[src/rtl/slew_pkg.sv]
package slew_pkg;
  localparam int unsigned NUM_CH   = 32;
  localparam int unsigned NUM_BINS = 8;
  localparam int unsigned AMP_W    = 12;
  localparam int unsigned TIME_W   = 12;
  localparam int unsigned OFS_W    = 8;

  typedef enum logic {
    SEL_LIMIT  = 1'b0,
    SEL_OFFSET = 1'b1
  } cfg_sel_e;
endpackage

[src/rtl/slew_cfg_table.sv]
module slew_cfg_table
  import slew_pkg::*;
#(
  parameter int unsigned N_CH   = NUM_CH,
  parameter int unsigned N_BINS = NUM_BINS,
  parameter int unsigned A_W    = AMP_W,
  parameter int unsigned O_W    = OFS_W,
  localparam int unsigned CH_W   = $clog2(N_CH),
  localparam int unsigned BIN_W  = $clog2(N_BINS),
  localparam int unsigned N_TCH  = N_CH / 2,
  localparam int unsigned TIDX_W = CH_W - 1
) (
  input  logic                         clk_i,
  input  logic                         rst_ni,
  input  logic                         we_i,
  input  logic [CH_W-1:0]              wch_i,
  input  logic [BIN_W-1:0]             wbin_i,
  input  logic                         wsel_i,
  input  logic [A_W-1:0]               wdata_i,
  input  logic [CH_W-1:0]              rch_i,
  output logic                         rtiming_o,
  output logic [N_BINS-1:0][A_W-1:0]   lim_o,
  output logic [N_BINS-1:0][O_W-1:0]   ofs_o
);
  // timing channels have bit 2 set; drop that bit to index the table
  logic              wr_tch;
  logic [TIDX_W-1:0] wr_idx;
  logic [TIDX_W-1:0] rd_idx;

  assign wr_tch    = wch_i[2];
  assign wr_idx    = {wch_i[CH_W-1:3], wch_i[1:0]};
  assign rd_idx    = {rch_i[CH_W-1:3], rch_i[1:0]};
  assign rtiming_o = rch_i[2];

  logic [A_W-1:0] lim_q [N_TCH][N_BINS];
  logic [O_W-1:0] ofs_q [N_TCH][N_BINS];

  for (genvar c = 0; c < N_TCH; c++) begin : g_ch
    for (genvar b = 0; b < N_BINS; b++) begin : g_bin
      logic hit;
      assign hit = we_i && wr_tch && (wr_idx == TIDX_W'(c)) && (wbin_i == BIN_W'(b));
      always_ff @(posedge clk_i or negedge rst_ni) begin
        if (!rst_ni) begin
          lim_q[c][b] <= '1;
          ofs_q[c][b] <= '0;
        end else if (hit) begin
          if (cfg_sel_e'(wsel_i) == SEL_LIMIT) lim_q[c][b] <= wdata_i;
          else                                 ofs_q[c][b] <= wdata_i[O_W-1:0];
        end
      end
    end
  end

  always_comb begin
    for (int b = 0; b < N_BINS; b++) begin
      lim_o[b] = lim_q[rd_idx][b];
      ofs_o[b] = ofs_q[rd_idx][b];
    end
  end


  lim_wr_chk: assert property (@(posedge clk_i) disable iff (!rst_ni)
    (we_i && wr_tch && wsel_i == SEL_LIMIT) |=>
      lim_q[$past(wr_idx)][$past(wbin_i)] == $past(wdata_i));


  ofs_wr_chk: assert property (@(posedge clk_i) disable iff (!rst_ni)
    (we_i && wr_tch && wsel_i == SEL_OFFSET) |=>
      ofs_q[$past(wr_idx)][$past(wbin_i)] == $past(wdata_i[O_W-1:0]));
endmodule

[src/rtl/slew_bin_sel.sv]
module slew_bin_sel
  import slew_pkg::*;
#(
  parameter int unsigned N_BINS = NUM_BINS,
  parameter int unsigned A_W    = AMP_W,
  localparam int unsigned BIN_W = $clog2(N_BINS)
) (
  input  logic [A_W-1:0]             amp_i,
  input  logic [N_BINS-1:0][A_W-1:0] lim_i,
  output logic [BIN_W-1:0]           bin_o
);
  logic [N_BINS-1:0] hit;

  for (genvar b = 0; b < N_BINS; b++) begin : g_cmp
    assign hit[b] = (amp_i <= lim_i[b]);
  end

  // lowest qualifying bin wins; top bin is the fallback
  always_comb begin
    bin_o = BIN_W'(N_BINS - 1);
    for (int b = N_BINS - 1; b >= 0; b--) begin
      if (hit[b]) bin_o = BIN_W'(b);
    end
  end
endmodule

[src/rtl/slew_sat_add.sv]
module slew_sat_add
  import slew_pkg::*;
#(
  parameter int unsigned T_W = TIME_W,
  parameter int unsigned O_W = OFS_W,
  localparam int unsigned S_W = T_W + 2
) (
  input  logic [T_W-1:0] t_i,
  input  logic [O_W-1:0] ofs_i,
  output logic [T_W-1:0] y_o
);
  logic signed [S_W-1:0] t_ext;
  logic signed [S_W-1:0] o_ext;
  logic signed [S_W-1:0] sum;

  assign t_ext = $signed({2'b00, t_i});
  assign o_ext = $signed({{(S_W-O_W){ofs_i[O_W-1]}}, ofs_i});
  assign sum   = t_ext + o_ext;

  always_comb begin
    if (sum[S_W-1])             y_o = '0;
    else if (|sum[S_W-2:T_W])   y_o = '1;
    else                        y_o = sum[T_W-1:0];
  end
endmodule

[src/rtl/slew_corr.sv]
module slew_corr
  import slew_pkg::*;
#(
  parameter int unsigned N_CH   = NUM_CH,
  parameter int unsigned N_BINS = NUM_BINS,
  parameter int unsigned A_W    = AMP_W,
  parameter int unsigned T_W    = TIME_W,
  parameter int unsigned O_W    = OFS_W,
  localparam int unsigned CH_W  = $clog2(N_CH),
  localparam int unsigned BIN_W = $clog2(N_BINS)
) (
  input  logic              clk_i,
  input  logic              rst_ni,
  input  logic              cfg_we_i,
  input  logic [CH_W-1:0]   cfg_ch_i,
  input  logic [BIN_W-1:0]  cfg_bin_i,
  input  logic              cfg_sel_i,
  input  logic [A_W-1:0]    cfg_data_i,
  input  logic              in_valid_i,
  input  logic [CH_W-1:0]   in_ch_i,
  input  logic [A_W-1:0]    in_amp_i,
  input  logic [T_W-1:0]    in_time_i,
  output logic              out_valid_o,
  output logic [T_W-1:0]    out_time_o
);
  logic                       tbl_timing;
  logic [N_BINS-1:0][A_W-1:0] tbl_lim;
  logic [N_BINS-1:0][O_W-1:0] tbl_ofs;
  logic [BIN_W-1:0]           bin_sel;

  slew_cfg_table #(.N_CH(N_CH), .N_BINS(N_BINS), .A_W(A_W), .O_W(O_W)) u_table (
    .clk_i     (clk_i),
    .rst_ni    (rst_ni),
    .we_i      (cfg_we_i),
    .wch_i     (cfg_ch_i),
    .wbin_i    (cfg_bin_i),
    .wsel_i    (cfg_sel_i),
    .wdata_i   (cfg_data_i),
    .rch_i     (in_ch_i),
    .rtiming_o (tbl_timing),
    .lim_o     (tbl_lim),
    .ofs_o     (tbl_ofs)
  );

  slew_bin_sel #(.N_BINS(N_BINS), .A_W(A_W)) u_bin (
    .amp_i (in_amp_i),
    .lim_i (tbl_lim),
    .bin_o (bin_sel)
  );

  // stage 1: bin pick and offset lookup
  logic           s1_valid_q;
  logic           s1_apply_q;
  logic [T_W-1:0] s1_time_q;
  logic [O_W-1:0] s1_ofs_q;

  always_ff @(posedge clk_i or negedge rst_ni) begin
    if (!rst_ni) begin
      s1_valid_q <= 1'b0;
      s1_apply_q <= 1'b0;
      s1_time_q  <= '0;
      s1_ofs_q   <= '0;
    end else begin
      s1_valid_q <= in_valid_i;
      if (in_valid_i) begin
        s1_apply_q <= tbl_timing;
        s1_time_q  <= in_time_i;
        s1_ofs_q   <= tbl_timing ? tbl_ofs[bin_sel] : '0;
      end
    end
  end

  // stage 2: saturating add
  logic [T_W-1:0] sat_y;

  slew_sat_add #(.T_W(T_W), .O_W(O_W)) u_add (
    .t_i   (s1_time_q),
    .ofs_i (s1_ofs_q),
    .y_o   (sat_y)
  );

  logic           out_valid_q;
  logic [T_W-1:0] out_time_q;

  always_ff @(posedge clk_i or negedge rst_ni) begin
    if (!rst_ni) begin
      out_valid_q <= 1'b0;
      out_time_q  <= '0;
    end else begin
      out_valid_q <= s1_valid_q;
      if (s1_valid_q) out_time_q <= s1_apply_q ? sat_y : s1_time_q;
    end
  end

  assign out_valid_o = out_valid_q;
  assign out_time_o  = out_time_q;

  // checker-side sum, wide enough to never wrap
  logic signed [T_W+1:0] chk_sum;
  assign chk_sum = $signed({2'b00, s1_time_q}) + $signed(s1_ofs_q);


  lat_chk: assert property (@(posedge clk_i) disable iff (!rst_ni)
    out_valid_o |-> $past(in_valid_i, 2));


  pass_chk: assert property (@(posedge clk_i) disable iff (!rst_ni)
    (out_valid_o && !$past(in_ch_i[2], 2)) |-> out_time_o == $past(in_time_i, 2));


  upper_edge_chk: assert property (@(posedge clk_i) disable iff (!rst_ni)
    in_valid_i |-> (bin_sel == BIN_W'(N_BINS - 1)) || (in_amp_i <= tbl_lim[bin_sel]));


  lower_edge_chk: assert property (@(posedge clk_i) disable iff (!rst_ni)
    (in_valid_i && bin_sel != '0) |-> in_amp_i > tbl_lim[bin_sel - 1'b1]);


  sat_low_chk: assert property (@(posedge clk_i) disable iff (!rst_ni)
    (s1_valid_q && s1_apply_q && chk_sum < 0) |=> out_time_o == '0);


  sat_high_chk: assert property (@(posedge clk_i) disable iff (!rst_ni)
    (s1_valid_q && s1_apply_q && chk_sum > $signed({2'b00, {T_W{1'b1}}})) |=> out_time_o == '1);
endmodule

[config.mk]
export PLATFORM = sky130hd
export DESIGN_NAME = slew_corr
export DESIGN_NICKNAME = d
export VERILOG_FILES = /design/src/rtl/slew_pkg.sv /design/src/rtl/slew_cfg_table.sv /design/src/rtl/slew_bin_sel.sv /design/src/rtl/slew_sat_add.sv /design/src/rtl/slew_corr.sv
export SDC_FILE = /design/constraint.sdc
export NUM_CORES = 2
export LEC_CHECK = 0
export ABC_AREA = 1
export ABC_CLOCK_PERIOD_IN_PS = 3200
export BUFFER_PORTS_ARGS = -buffer_cell sky130_fd_sc_hd__buf_2
export CAP_MARGIN = 20
export CORE_MARGIN = 2
export CORE_UTILIZATION = 44
export CTS_CLUSTER_SIZE = 14
export DETAILED_ROUTE_END_ITERATION = 16
export PLACE_DENSITY = 0.59
export SLEW_MARGIN = 20
export SYNTH_ARGS = -nofsm -noshare
export SYNTH_HDL_FRONTEND = slang
export SYNTH_SLANG_ARGS = --single-unit
[constraint.sdc]
create_clock -name clk_i -period 3.2 [get_ports clk_i]
set_input_delay 0.32 -clock clk_i [delete_from_list [all_inputs] [get_ports clk_i]]
set_output_delay 0.32 -clock clk_i [all_outputs]
set_load 0.05 [all_outputs]
==> impl_metrics.env <==
export IMPL_clock_latency_ns=0.93
export IMPL_synth_edf_count=0
export IMPL_startpoint_type="flip-flop"
export IMPL_syn_nets=13080
export IMPL_grt_max_degree=162
export IMPL_netlist_area_mm2=0.1110
export IMPL_dpl_cell_area_mm2=0.1175
export IMPL_finalCriticalPeriod_ns=3.343
export IMPL_grt_pass1_wl_mm=579.8
export IMPL_final_common_cell="o21ai_0"
export IMPL_rsz0062_at_grt="true"
export IMPL_synth_top_cell_area_share=0.3180
export IMPL_antenna_found_initial=11
export IMPL_synth_mux_area_frac=0
export IMPL_port_buffers=66
export IMPL_post_drt_via_cell_ratio=5.873
export IMPL_initial_core_util=0.4421
export IMPL_die_area_mm2=0.2564
export IMPL_htreeDepth=5
export IMPL_synth_area_top_cells="dfstp_2 (32%), dfrtp_1 (24%), o21ai_0 (15%)"
export IMPL_finalSetupViolCount=8
export IMPL_drc=0
export IMPL_dieHeight_um=506.3
export IMPL_worstRegToRegCells=24
export IMPL_syn_area_per_cell_um2=8.592
export IMPL_routed_wl_mm=378.3
export IMPL_wire_per_inst_um=23.06
export IMPL_post_dp_hpwl_mm=232.5
export IMPL_worst_slack_ns=-0.1425
export IMPL_clock_fmax_mhz=299.2
export IMPL_place_congestion=0.9088
export IMPL_p_leak_nw=50.61
export IMPL_area_growth_pct=15.07
export IMPL_yosys_area_share_simple=0.1635
export IMPL_ios=67
export IMPL_cp_end_kind="flip-flop"
export IMPL_firstDrtPassIters=8
export IMPL_hold_viol=0
export IMPL_worstSetupPathType="reg -> reg"
export IMPL_synthAdderAreaFrac=0.01111
export IMPL_max_slew_margin_rel=0.2506
export IMPL_grt_use_total=0.2901
export IMPL_grt_remaining_overflow=0
export IMPL_slowest_delay_ns=0.55
export IMPL_clk_pin_slew_ns=0.06
export IMPL_die_x_um=506.3
export IMPL_crit_start="u_table.lim_q[1018]$_DFFE_PN1P_"
export IMPL_hold_class="in -> async"
export IMPL_core_area_mm2=0.2512
export IMPL_tightest_slew_ns=1.118
export IMPL_ys_warn_count=0
export IMPL_crit_chain="o21ai_2 > o221ai_1 > buf_4 > nand3_2 > nand2_1 > inv_1 > ha_4 > nand2_2 > nor2_2 > nand4_1 > a21oi_2 > nor2_2 > nor2_2 > buf_6 > nand2_4 > nand2_4 > nand2_8 > nand2_8 > buf_12 > nand2_1 > nand3_1 > nand3_2 > nand3_2 > nand2_1"
export IMPL_postRouteAntennaNets=0
export IMPL_cts_sinks=2403
export IMPL_cap_violations=0
export IMPL_reg2reg_from="u_table.lim_q[1018]$_DFFE_PN1P_"
export IMPL_arrival_ns=4.13
export IMPL_num_vias=96350
export IMPL_syn_instance_count=12920
export IMPL_cts_buffer_depth=4
export IMPL_ys_seq_elements=2403
export IMPL_drive_gt1_frac=0.2084
export IMPL_status="finished with violations"
export IMPL_synth_async_sr_flop_share=1.000
export IMPL_num_nets_final=13010
export IMPL_cts_tree="yes"
export IMPL_num_rows=184
export IMPL_drv_slew=0
export IMPL_ir_drop_uv=555.2
export IMPL_crit_slowest_cell="dfstp_2"
export IMPL_root_buffer="clkbuf_16"
export IMPL_fin_worst_skew_ns=0.03177
export IMPL_dp_cells=15870
export IMPL_cp_max_fo=8
export IMPL_synth_largest_area_cell="dfstp_2"
export IMPL_seq_area_frac_synth=0.5567
export IMPL_r2r_slack_ns=-0.14
export IMPL_final_cell_mix="o21ai_0 (3316), nand2_1 (3190), dfstp_2 (1344)"
export IMPL_ys_flop_type="dfstp_2"
export IMPL_grt_pass1_vias=92470
export IMPL_postLayoutCellArea_mm2=0.1278
export IMPL_cp_required_ns=3.99
export IMPL_power_density_mw_per_mm2=561.2
export IMPL_rr_endpoint="s1_ofs_q[6]$_DFFE_PN0P_"
export IMPL_synth_top_family_by_area="compound AO/OA/AOI/OAI gates"
export IMPL_yosysUniqueCellTypes=53
export IMPL_stdcell_count=16410
export IMPL_synth_compound_area_frac=0.2171
export IMPL_cts_made_buffers=280
export IMPL_violations="setup timing"
export IMPL_period_share=1.045
export IMPL_synth_xor_area_frac=0.0007099
export IMPL_drt_iter0_drc=11630
export IMPL_cp_endpoint="s1_ofs_q[6]$_DFFE_PN0P_"
==> power by group <==
part           switching (mW)  leakage, nW  internal [mW]
clock                    12.7         4.42           19.0
sequential              0.572         28.5           31.7
combinational            5.25         17.7           2.48
total                    18.5         50.6           53.2
==> worst max-delay path: cells and delay by family (launching register included) <==
kind            cells  cell delay, ns
compound gates      3            0.46
fa+ha+maj           1            0.26
buf+inv             4            0.52
flops               1            0.55
simple gates       16            1.42
==> what timing repair did <==
action                                 in CTS  in global routing
gates resized for setup                   137                 77
setup buffers                               8                  0
setup endpoints to repair                   8                  8
endpoints found under the hold margin     752                  0
pin swaps                                  93                 67
cloned                                      5                  0
hold buffers                               41                  0
==> how the worst min path moves through the flow <==
stage / startpoint / endpoint / cells past startpoint
global placement: rst_ni / u_table.ofs_q[360]$_DFFE_PN0P_ / 1
floorplan: rst_ni / out_time_o[0]$_DFFE_PN0P_ / 0
CTS: rst_ni / u_table.ofs_q[879]$_DFFE_PN0P_ / 2
detailed placement: rst_ni / u_table.ofs_q[488]$_DFFE_PN0P_ / 1
global route: rst_ni / u_table.ofs_q[488]$_DFFE_PN0P_ / 2
finish: rst_ni / u_table.ofs_q[879]$_DFFE_PN0P_ / 2
==> synth_stat cells, drive strengths merged, types with 8 or more instances <==
cell type / instances
o211ai: 86
clkbuf: 827
a32o: 65
xor2: 8
buf: 335
dfstp: 1344
nor3: 10
dfrtp: 1059
nand4: 8
a22o: 9
nand2: 3237
inv: 142
o22a: 11
ha: 97
o221ai: 184
nor2: 1105
a221oi: 41
a221o: 16
a31oi: 22
nand3: 327
a21oi: 259
o22ai: 280
o21ai: 3419
==> flip-flops by register name, indices dropped and copies added (netlist names) <==
name           cells
u_table.ofs_q   1024
s1_time_q         12
s1_valid_q         1
out_valid_o        1
s1_ofs_q           8
s1_apply_q         1
out_time_o        12
u_table.lim_q   1344
==> cells by family (layout without fill, tap and decap cells) <==
kind of cell | count (synthesis) | after routing
DFF | 2403 | 2403
AOI/OAI and AO/OA | 4414 | 4414
and+or+nand+nor | 4690 | 4692
adders and majority gates | 98 | 98
buffers and inverters | 1309 | 1428
other | 0 | 14
xor gates and xnor gates | 9 | 9
==> stage by stage <==
| stage | hold slack, ns | setup WS (ns) | power [mW] | util | setup TNS, ns |
|---|---|---|---|---|---|
| after global placement | 0.3766 | -1.044 | 39.80 | 0.4677 | -8.245 |
| after global routing | 0.04124 | -0.3198 | 74.25 | 0.5085 | -2.342 |
| after floorplan | 0.02441 | -0.07666 | 36.62 | - | -0.4762 |
| final | 0.04143 | -0.1425 | 71.70 | 0.5087 | -0.8995 |
| after CTS | 0.01868 | -0.05946 | 72.01 | 0.5075 | -0.3334 |
| after detailed placement | 0.3731 | -0.9875 | 39.94 | 0.4677 | -7.761 |
==> per-layer routing <==
layer  share of wire  vias up  GRT usage  wire [um]
li1                -    43770          -          -
met1            0.43    47850     0.4109     164500
met2            0.44     4009     0.4389     167200
met3           0.083      711    0.05596      31430
met4           0.040       10     0.1134      15070
met5         0.00016        -          0         60
==> area by class of cell <==
type | count | area [um^2]
fill | 23270 | 123400
antenna | 14 | 35.03
clock inverter | 58 | 695.7
tap | 3348 | 4189
sequential | 2403 | 61810
inverter | 147 | 676.9
timing repair buffer | 810 | 7704
timing repair inverter | 1 | 6.256
multi-input combinational | 9213 | 44360
clock buffer | 412 | 8284
(Power assumes the default switching activity.)
